### src/rtl/hpf_pkg.sv
package hpf_pkg;
  localparam int COL_W  = 7;
  localparam int ROW_W  = 9;
  localparam int TOT_W  = 4;
  localparam int CW_W   = 7;
  localparam int WORD_W = COL_W + ROW_W + 2 * TOT_W;
  localparam logic [TOT_W-1:0] NO_PARTNER = '1;

  typedef struct packed {
    logic [COL_W-1:0] col;
    logic [ROW_W-1:0] row;
    logic [TOT_W-1:0] tot;
  } hit_t;

  function automatic logic [WORD_W-1:0] pack_word(input hit_t h, input logic [TOT_W-1:0] tot2);
    return {h.col, h.row, h.tot, tot2};
  endfunction

  // Syndrome equals the 1-based position of a single flipped bit
  function automatic logic [2:0] syndrome(input logic [CW_W-1:0] cw);
    logic [2:0] s;
    s = '0;
    for (int p = 1; p <= CW_W; p++)
      if (cw[p-1]) s ^= 3'(p);
    return s;
  endfunction

  function automatic logic [TOT_W-1:0] extract_data(input logic [CW_W-1:0] cw);
    return {cw[6], cw[5], cw[4], cw[2]};
  endfunction

  function automatic logic row_follows(input hit_t held, input logic [COL_W-1:0] col,
                                       input logic [ROW_W-1:0] row);
    return (col == held.col) && (row == held.row + ROW_W'(1));
  endfunction
endpackage

### src/rtl/hpf_hamming_dec.sv
module hpf_hamming_dec
  import hpf_pkg::*;
(
  input  logic [CW_W-1:0]  cw,
  output logic [TOT_W-1:0] data,
  output logic             corrected
);
  logic [2:0]      syn;
  logic [CW_W-1:0] fixed;

  always_comb begin
    syn   = syndrome(cw);
    fixed = cw;
    for (int p = 1; p <= CW_W; p++)
      if (syn == 3'(p)) fixed[p-1] = ~cw[p-1];
    data      = extract_data(fixed);
    corrected = (syn != 3'd0);
  end
endmodule

### src/rtl/hpf_err_counter.sv
module hpf_err_counter #(
  parameter int W = 16
) (
  input  logic         clk,
  input  logic         rst_n,
  input  logic         inc,
  output logic [W-1:0] count
);
  localparam logic [W-1:0] TOP = '1;

  always_ff @(posedge clk) begin
    if (!rst_n)                  count <= '0;
    else if (inc && count != TOP) count <= count + W'(1);
  end
endmodule

### src/rtl/hpf_pair_merger.sv
module hpf_pair_merger
  import hpf_pkg::*;
(
  input  logic              clk,
  input  logic              rst_n,
  input  logic              in_valid,
  input  logic              in_eoe,
  input  hit_t              in_hit,
  output logic              in_ready,
  output logic              out_valid,
  input  logic              out_ready,
  output logic [WORD_W-1:0] out_data,
  output logic              out_eoe,
  output logic              pend_valid,
  output logic              merge_evt,
  output logic              flush_evt,
  output logic              hit_acc
);
  hit_t pend_q;
  logic slot, accept, adjacent, break_evt, mark_evt;

  assign slot      = !out_valid || out_ready;
  assign in_ready  = slot && !(in_eoe && pend_valid);
  assign accept    = in_valid && in_ready;
  assign hit_acc   = accept && !in_eoe;
  assign mark_evt  = accept && in_eoe;
  assign adjacent  = pend_valid && row_follows(pend_q, in_hit.col, in_hit.row);
  assign merge_evt = hit_acc && adjacent;
  assign break_evt = hit_acc && pend_valid && !adjacent;
  assign flush_evt = in_valid && in_eoe && pend_valid && slot;

  always_ff @(posedge clk) begin
    if (!rst_n) begin
      out_valid <= 1'b0;
      out_data  <= '0;
      out_eoe   <= 1'b0;
    end else if (slot) begin
      out_valid <= merge_evt || break_evt || mark_evt || flush_evt;
      out_eoe   <= mark_evt;
      if (merge_evt)                   out_data <= pack_word(pend_q, in_hit.tot);
      else if (break_evt || flush_evt) out_data <= pack_word(pend_q, NO_PARTNER);
      else                             out_data <= '0;
    end
  end

  always_ff @(posedge clk) begin
    if (!rst_n) begin
      pend_valid <= 1'b0;
      pend_q     <= '0;
    end else if (merge_evt || flush_evt) begin
      pend_valid <= 1'b0;
    end else if (hit_acc) begin
      pend_valid <= 1'b1;
      pend_q     <= in_hit;
    end
  end
endmodule

### src/rtl/hit_pair_formatter.sv
module hit_pair_formatter
  import hpf_pkg::*;
#(
  parameter int ERR_W = 16
) (
  input  logic              clk,
  input  logic              rst_n,
  input  logic              in_valid,
  output logic              in_ready,
  input  logic              in_eoe,
  input  logic [COL_W-1:0]  in_col,
  input  logic [ROW_W-1:0]  in_row,
  input  logic [CW_W-1:0]   in_tot_cw,
  output logic              out_valid,
  input  logic              out_ready,
  output logic [WORD_W-1:0] out_data,
  output logic              out_eoe,
  output logic [ERR_W-1:0]  err_count
);
  logic [TOT_W-1:0] tot_fixed;
  logic             corr_bit, corr_evt, pend_valid, merge_evt, flush_evt, hit_acc;
  hit_t             hit;

  hpf_hamming_dec u_dec (.cw(in_tot_cw), .data(tot_fixed), .corrected(corr_bit));

  assign hit = '{col: in_col, row: in_row, tot: tot_fixed};

  hpf_pair_merger u_merge (
    .clk(clk), .rst_n(rst_n), .in_valid(in_valid), .in_eoe(in_eoe), .in_hit(hit),
    .in_ready(in_ready), .out_valid(out_valid), .out_ready(out_ready),
    .out_data(out_data), .out_eoe(out_eoe), .pend_valid(pend_valid),
    .merge_evt(merge_evt), .flush_evt(flush_evt), .hit_acc(hit_acc)
  );

  assign corr_evt = hit_acc && corr_bit;

  hpf_err_counter #(.W(ERR_W)) u_cnt (
    .clk(clk), .rst_n(rst_n), .inc(corr_evt), .count(err_count)
  );
endmodule

### config.mk
export PLATFORM = sky130hd
export DESIGN_NAME = hit_pair_formatter
export DESIGN_NICKNAME = d
export VERILOG_FILES = /design/src/rtl/hpf_pkg.sv /design/src/rtl/hpf_hamming_dec.sv /design/src/rtl/hpf_err_counter.sv /design/src/rtl/hpf_pair_merger.sv /design/src/rtl/hit_pair_formatter.sv
export SDC_FILE = /design/constraint.sdc
export NUM_CORES = 1
export LEC_CHECK = 0
export BUFFER_PORTS_ARGS = -buffer_cell sky130_fd_sc_hd__buf_4
export CELL_PAD_IN_SITES_DETAIL_PLACEMENT = 1
export CELL_PAD_IN_SITES_GLOBAL_PLACEMENT = 1
export CORE_AREA = 2 2 118 120
export DETAILED_ROUTE_END_ITERATION = 8
export DIE_AREA = 0 0 120 122
export PLACE_DENSITY_LB_ADDON = 0.08
export SLEW_MARGIN = 5
export SYNTH_ARGS = -nofsm -noshare
export SYNTH_HDL_FRONTEND = slang
export SYNTH_HIERARCHICAL = 1
export SYNTH_SLANG_ARGS = --single-unit
### constraint.sdc
create_clock -name clk -period 5.5 [get_ports clk]
set_clock_uncertainty 0.05 [all_clocks]
set_input_delay 0.55 -clock clk [delete_from_list [all_inputs] [get_ports clk]]
set_output_delay 0.55 -clock clk [all_outputs]
set_load 0.02 [all_outputs]
# Yosys cells after proc, flatten, opt, wreduce, memory -nomap -nowiden

Index checks and enable logic that the tools add are counted.

Add/subtract/negate cells: 2
Equality and inequality tests: 7
Mux-type cells: 13
Bitwise gates (word level): 12
Reduce and logical (&&, ||, !) cells: 28

Operator list:

| kind                    | number |
|---|---|
| $mux W24                | 2 |
| $add A16 B1 Y16 const B | 1 |
| $ne A16 B16 Y1 const B  | 1 |
| $logic_and A1 B1 Y1     | 15 |
| $mux W3                 | 4 |
| $add A9 B1 Y9 const B   | 1 |
| $eq A3 B3 Y1 const B    | 3 |
| $eq A9 B9 Y1            | 1 |
| $eq A7 B7 Y1            | 1 |
| $logic_or A1 B1 Y1      | 6 |
| $not A1 Y1              | 6 |
| $not A2 Y2              | 3 |
| $mux W1                 | 5 |
| $logic_not A1 Y1        | 4 |
| $mux W2                 | 2 |
| $eq A3 B2 Y1 const B    | 1 |
| $not A3 Y3              | 1 |
| $reduce_bool A3 Y1      | 1 |
| $not A1 Y1 const A      | 2 |
| $reduce_and A2 Y1       | 1 |
| $reduce_or A2 Y1        | 1 |

Register bits: 63
Bits of input ports: 28
Output and inout port bits: 43

# Depth between registers and ports, before layout

Depth in word-level cells: 14
Mapped depth: 10

# By module

The synthesis kept the hierarchy.

Modules (own cells, without submodules):

| module             | instances | cells each | area an instance (µm²) |
|---|---|---|---|
| hpf_pair_merger    | 1         | 240        | 2179.6 |
| hpf_err_counter    | 1         | 97         | 837.1 |
| hpf_hamming_dec    | 1         | 38         | 271.5 |
| hit_pair_formatter | 1         | 1          | 6.3 |

# Least setup slack after synthesis

Ideal clock, no wire load.

Path kind: in2reg
Start point: input in_tot_cw[5]
End point: register u_cnt.count[9]
Data arrival time: 2.357 ns
Required time: 5.379 ns
Setup slack: 3.023 ns
Stages: 8
Path buffers: 1
Path through: clkbuf_2 > xnor3_2 > xnor2_2 > o21ai_0 > and2_1 > nand2_1 > or4_1 > a21oi_1

Word-level cells in the longest chain between the ends: 6

RTL lines:

| what                  | line                     | source |
|---|---|---|
| from (decl)           | hit_pair_formatter.sv:13 | `input logic [CW_W-1:0] in_tot_cw,` |
| $mux W3 *             | hpf_pkg.sv:24            | `if (cw[p-1]) s ^= 3'(p);` |
| $not A3 Y3 (no line)  | --                       |  |
| $mux W3 *             | hpf_pkg.sv:24            |  |
| $reduce_bool A3 Y1 *  | hpf_hamming_dec.sv:17    | `corrected = (syn != 3'd0);` |
| net corr_bit          | hit_pair_formatter.sv:21 | `logic corr_bit, corr_evt, pend_valid, merge_evt, flush_evt, hit_acc;` |
| $logic_and A1 B1 Y1 * | hit_pair_formatter.sv:35 | `assign corr_evt = hit_acc && corr_bit;` |
| net corr_evt          | hit_pair_formatter.sv:21 |  |
| $logic_and A1 B1 Y1 * | hpf_err_counter.sv:13    | `else if (inc && count != TOP) count <= count + W'(1);` |
| to (signal assigned)  | hpf_err_counter.sv:13    |  |
| to (decl)             | hpf_err_counter.sv:7     | `output logic [W-1:0] count` |

Mark *: on every way through the listed nets, which the timed path passes. The rest lies on a longest branch.
A chain may end at the register's enable or synchronous reset.

# Worst setup path in the final report

Start point: register u_merge/pend_q[4] (netlist bit)
End point: register u_merge/pend_q[12] (netlist bit)

Word-level cells in the longest chain between the ends: 8

RTL lines:

| what                        | line                  | source |
|---|---|---|
| from (decl)                 | hpf_pair_merger.sv:19 | `hit_t pend_q;` |
| from (signal assigned)      | hpf_pair_merger.sv:54 | `pend_q <= in_hit;` |
| $add A9 B1 Y9               | hpf_pkg.sv:34         | `return (col == held.col) && (row == held.row + ROW_W'(1));` |
| $eq A9 B9 Y1                | hpf_pkg.sv:34         |  |
| $logic_and A1 B1 Y1         | hpf_pkg.sv:34         |  |
| $logic_and A1 B1 Y1         | hpf_pair_merger.sv:27 | `assign adjacent = pend_valid && row_follows(pend_q, in_hit.col, in_hit.row);` |
| $logic_and A1 B1 Y1         | hpf_pair_merger.sv:28 | `assign merge_evt = hit_acc && adjacent;` |
| $logic_or A1 B1 Y1          | hpf_pair_merger.sv:50 | `end else if (merge_evt \|\| flush_evt) begin` |
| $not A1 Y1 (no line)        | --                    |  |
| $reduce_and A2 Y1 (no line) | --                    |  |

No other way between the ends.

==> results.md <==
* Gp weighted congestion at between 0.7 and 0.8
* # diodes at 0
* Net Count, Synth at between 400 and 500
* Crit share post-route at 0.509
* Hold slack at 0.413 ns
* CTS tree: done
* Core area at 13500 sq um
* WP data required at 5.65 ns
* Clock latency on the worst-skew pair at 0.34 ns
* Crit path launch: u_merge/pend_q[4]$_SDFFE_PN0P_
* Peak supply drop at 159 uV
* Crit path time final at roughly 2.8 ns
* Via/cell ratio at 4.74
* FF-to-FF Start: u_merge/pend_q[4]$_SDFFE_PN0P_
* Post-CTS Resized at 0
* Die area at 14600 sq um
* Initial antenna violation count at 0
* Crit. End Element: register
* Rows at 43
* Vias in the first global route at 2974
* Fill cells at 1571
* IO buf count at 70
* Cells after synthesis at 375
* Largest net degree at the start of global routing at 74
* Number of max-cap violations at 0
* Nets at 470
* Vert. Die Dim at about 120 um
* Final setup viols at 0
* Worst Tran Pin Value at 1.13 ns
* Worst setup endpoint: u_merge/pend_q[12]$_SDFFE_PN0P_
* Total grt overflow at 0
* Clock sinks at 63
* Unrepaired setup endpoints after global routing: false
* Post-CTS Repair Setup Buffers at 0
* Worst-path clk slew at 0.05 ns
* Hold Buf Count CTS at 0
* Pwr/cell area at approximately 290 nW/um^2
* Final Hold Viols at 0
* Clock buffer count from CTS at 9
* Reg2reg setup slack at approximately 2.7 ns
* Hold Crit Class: reg2reg
* Mapped cell area at 3290 sq um
* Hpwl dp at between 6000 and 7000 um
* Max H-tree Level at 3
* Yosys warns at 6
* Initial detailed-routing violation count at 130
* Final WL at 9550 um
* Reg2reg path depth at 8
* WS Path Type: reg2reg
* Synthesis-to-finish area growth at 31.0%
* Final Max Tran Viols at 0
* First-pass GRT wire length at 15200 um
* IO Count at 71
* Die X at 120 um
* Multi-input gate area at 1930 sq um
* Initial Utilization at 0.244
* Status: finished, final reports clean
* Post-route ant nets at 0
* Avg Inst Size Synth at ~8.8 sq um
* Setup TNS at 0 ns
* Critical path peak fanout at 20
* Rel. slew slack at 0.241
* GRT Util Overall at 0.135
* Wire per inst at about 15 um
* Layout cells sized above 1 at 0.222
* Startpoint Class: register
* Root Buffer: clkbuf_16
* DRC at 0
* Register area at 1260 sq um
* Drt pass-1 iters at 4
* Critical Path AT at 2.95 ns
* RR Endpoint: u_merge/pend_q[12]$_SDFFE_PN0P_
* Vias at between 2000 and 3000
* Leakage power at 1.62 nW
* Max clock buf depth at 2
* Fmax at 357 MHz
-- state kept, by name, summed over array words and instances (netlist names) --
| name | count |
|---|---|
| u_merge/out_data | 24 |
| u_merge/pend_q | 20 |
| u_cnt/count | 16 |
| u_merge/out_eoe | 1 |
| u_merge/out_valid | 1 |
| u_merge/pend_valid | 1 |
-- power by group --
group | total [mW] | switching (mW) | internal (mW) | leakage, nW
Sequential | 0.482 | 0.0134 | 0.469 | 0.511
Clock | 0.639 | 0.219 | 0.421 | 0.158
Combinational | 0.138 | 0.0790 | 0.0594 | 0.948
-- placed cells by master (no fill, tap or decap), types with 9 or more instances in the layout --
cell type  count
o21ai_0       12
nand3_1       16
buf_4         72
dfxtp_1       63
nand2_1       56
clkbuf_16      9
mux2i_1       23
nor2b_1       24
xnor2_1       17
a21oi_1       23
a22oi_1       20
-- area by class of cell --
| cell class | instances | area share |
|---|---|---|
| Tap cell | 180 | 0.0523 |
| Clock inverter | 5 | 0.0186 |
| Multi-Input combinational cell | 289 | 0.448 |
| Clock buffer | 11 | 0.0587 |
| Sequential cell | 63 | 0.293 |
| Inverter | 5 | 0.00436 |
| Timing Repair Buffer | 72 | 0.125 |
-- routing by layer --
metal | track usage | up-vias | routed length (um) | part of all wire
met2 | 0.219 | 59 | 4400 | 0.46
met3 | 0.0309 | 12 | 379 | 0.040
met4 | 0.0654 | 0 | 182 | 0.019
li1 | - | 1483 | - | -
met5 | 0 | - | 0 | 0
met1 | 0.169 | 1411 | 4580 | 0.48
-- through the flow --
stage | instances | total power, mW | util | instance area [sq um] | setup slack [ns]
6_report | 625 | 1.26 | 0.319 | 4310 | 2.70
5_1_grt | 625 | 1.32 | 0.319 | 4310 | 2.52
4_1_cts | 625 | 1.28 | 0.319 | 4310 | 2.68
3_5_place_dp | 609 | 0.633 | 0.294 | 3980 | 2.66
3_3_place_gp | 609 | 0.631 | 0.294 | 3980 | 2.69
2_1_floorplan | 375 | 0.579 | - | 3290 | 3.02
-- worst max-delay path, cell delays in order, from the launching register on --
cell       delay (ns)
dfxtp_1          0.47
ha_1             0.29
xnor2_1          0.15
nand4_1          0.11
or4_4            0.51
a2111oi_4        0.60
nor3_4           0.03
buf_4            0.27
mux2i_1          0.17
-- worst min path at each step --
stage / start / endpoint / slack, ns / cells past startpoint
6_report: u_merge/pend_q[1]$_SDFFE_PN0P_ / u_merge/pend_q[1]$_SDFFE_PN0P_ / 0.41 / 2
5_1_grt: u_merge/pend_q[0]$_SDFFE_PN0P_ / u_merge/pend_q[0]$_SDFFE_PN0P_ / 0.43 / 2
4_1_cts: u_merge/pend_q[1]$_SDFFE_PN0P_ / u_merge/pend_q[1]$_SDFFE_PN0P_ / 0.42 / 2
3_5_place_dp: u_merge/pend_q[1]$_SDFFE_PN0P_ / u_merge/pend_q[1]$_SDFFE_PN0P_ / 0.41 / 2
3_3_place_gp: u_merge/pend_q[0]$_SDFFE_PN0P_ / u_merge/pend_q[0]$_SDFFE_PN0P_ / 0.40 / 2
2_1_floorplan: u_merge/pend_q[0]$_SDFFE_PN0P_ / u_merge/pend_q[0]$_SDFFE_PN0P_ / 0.38 / 2
(Power assumes the default switching activity.)
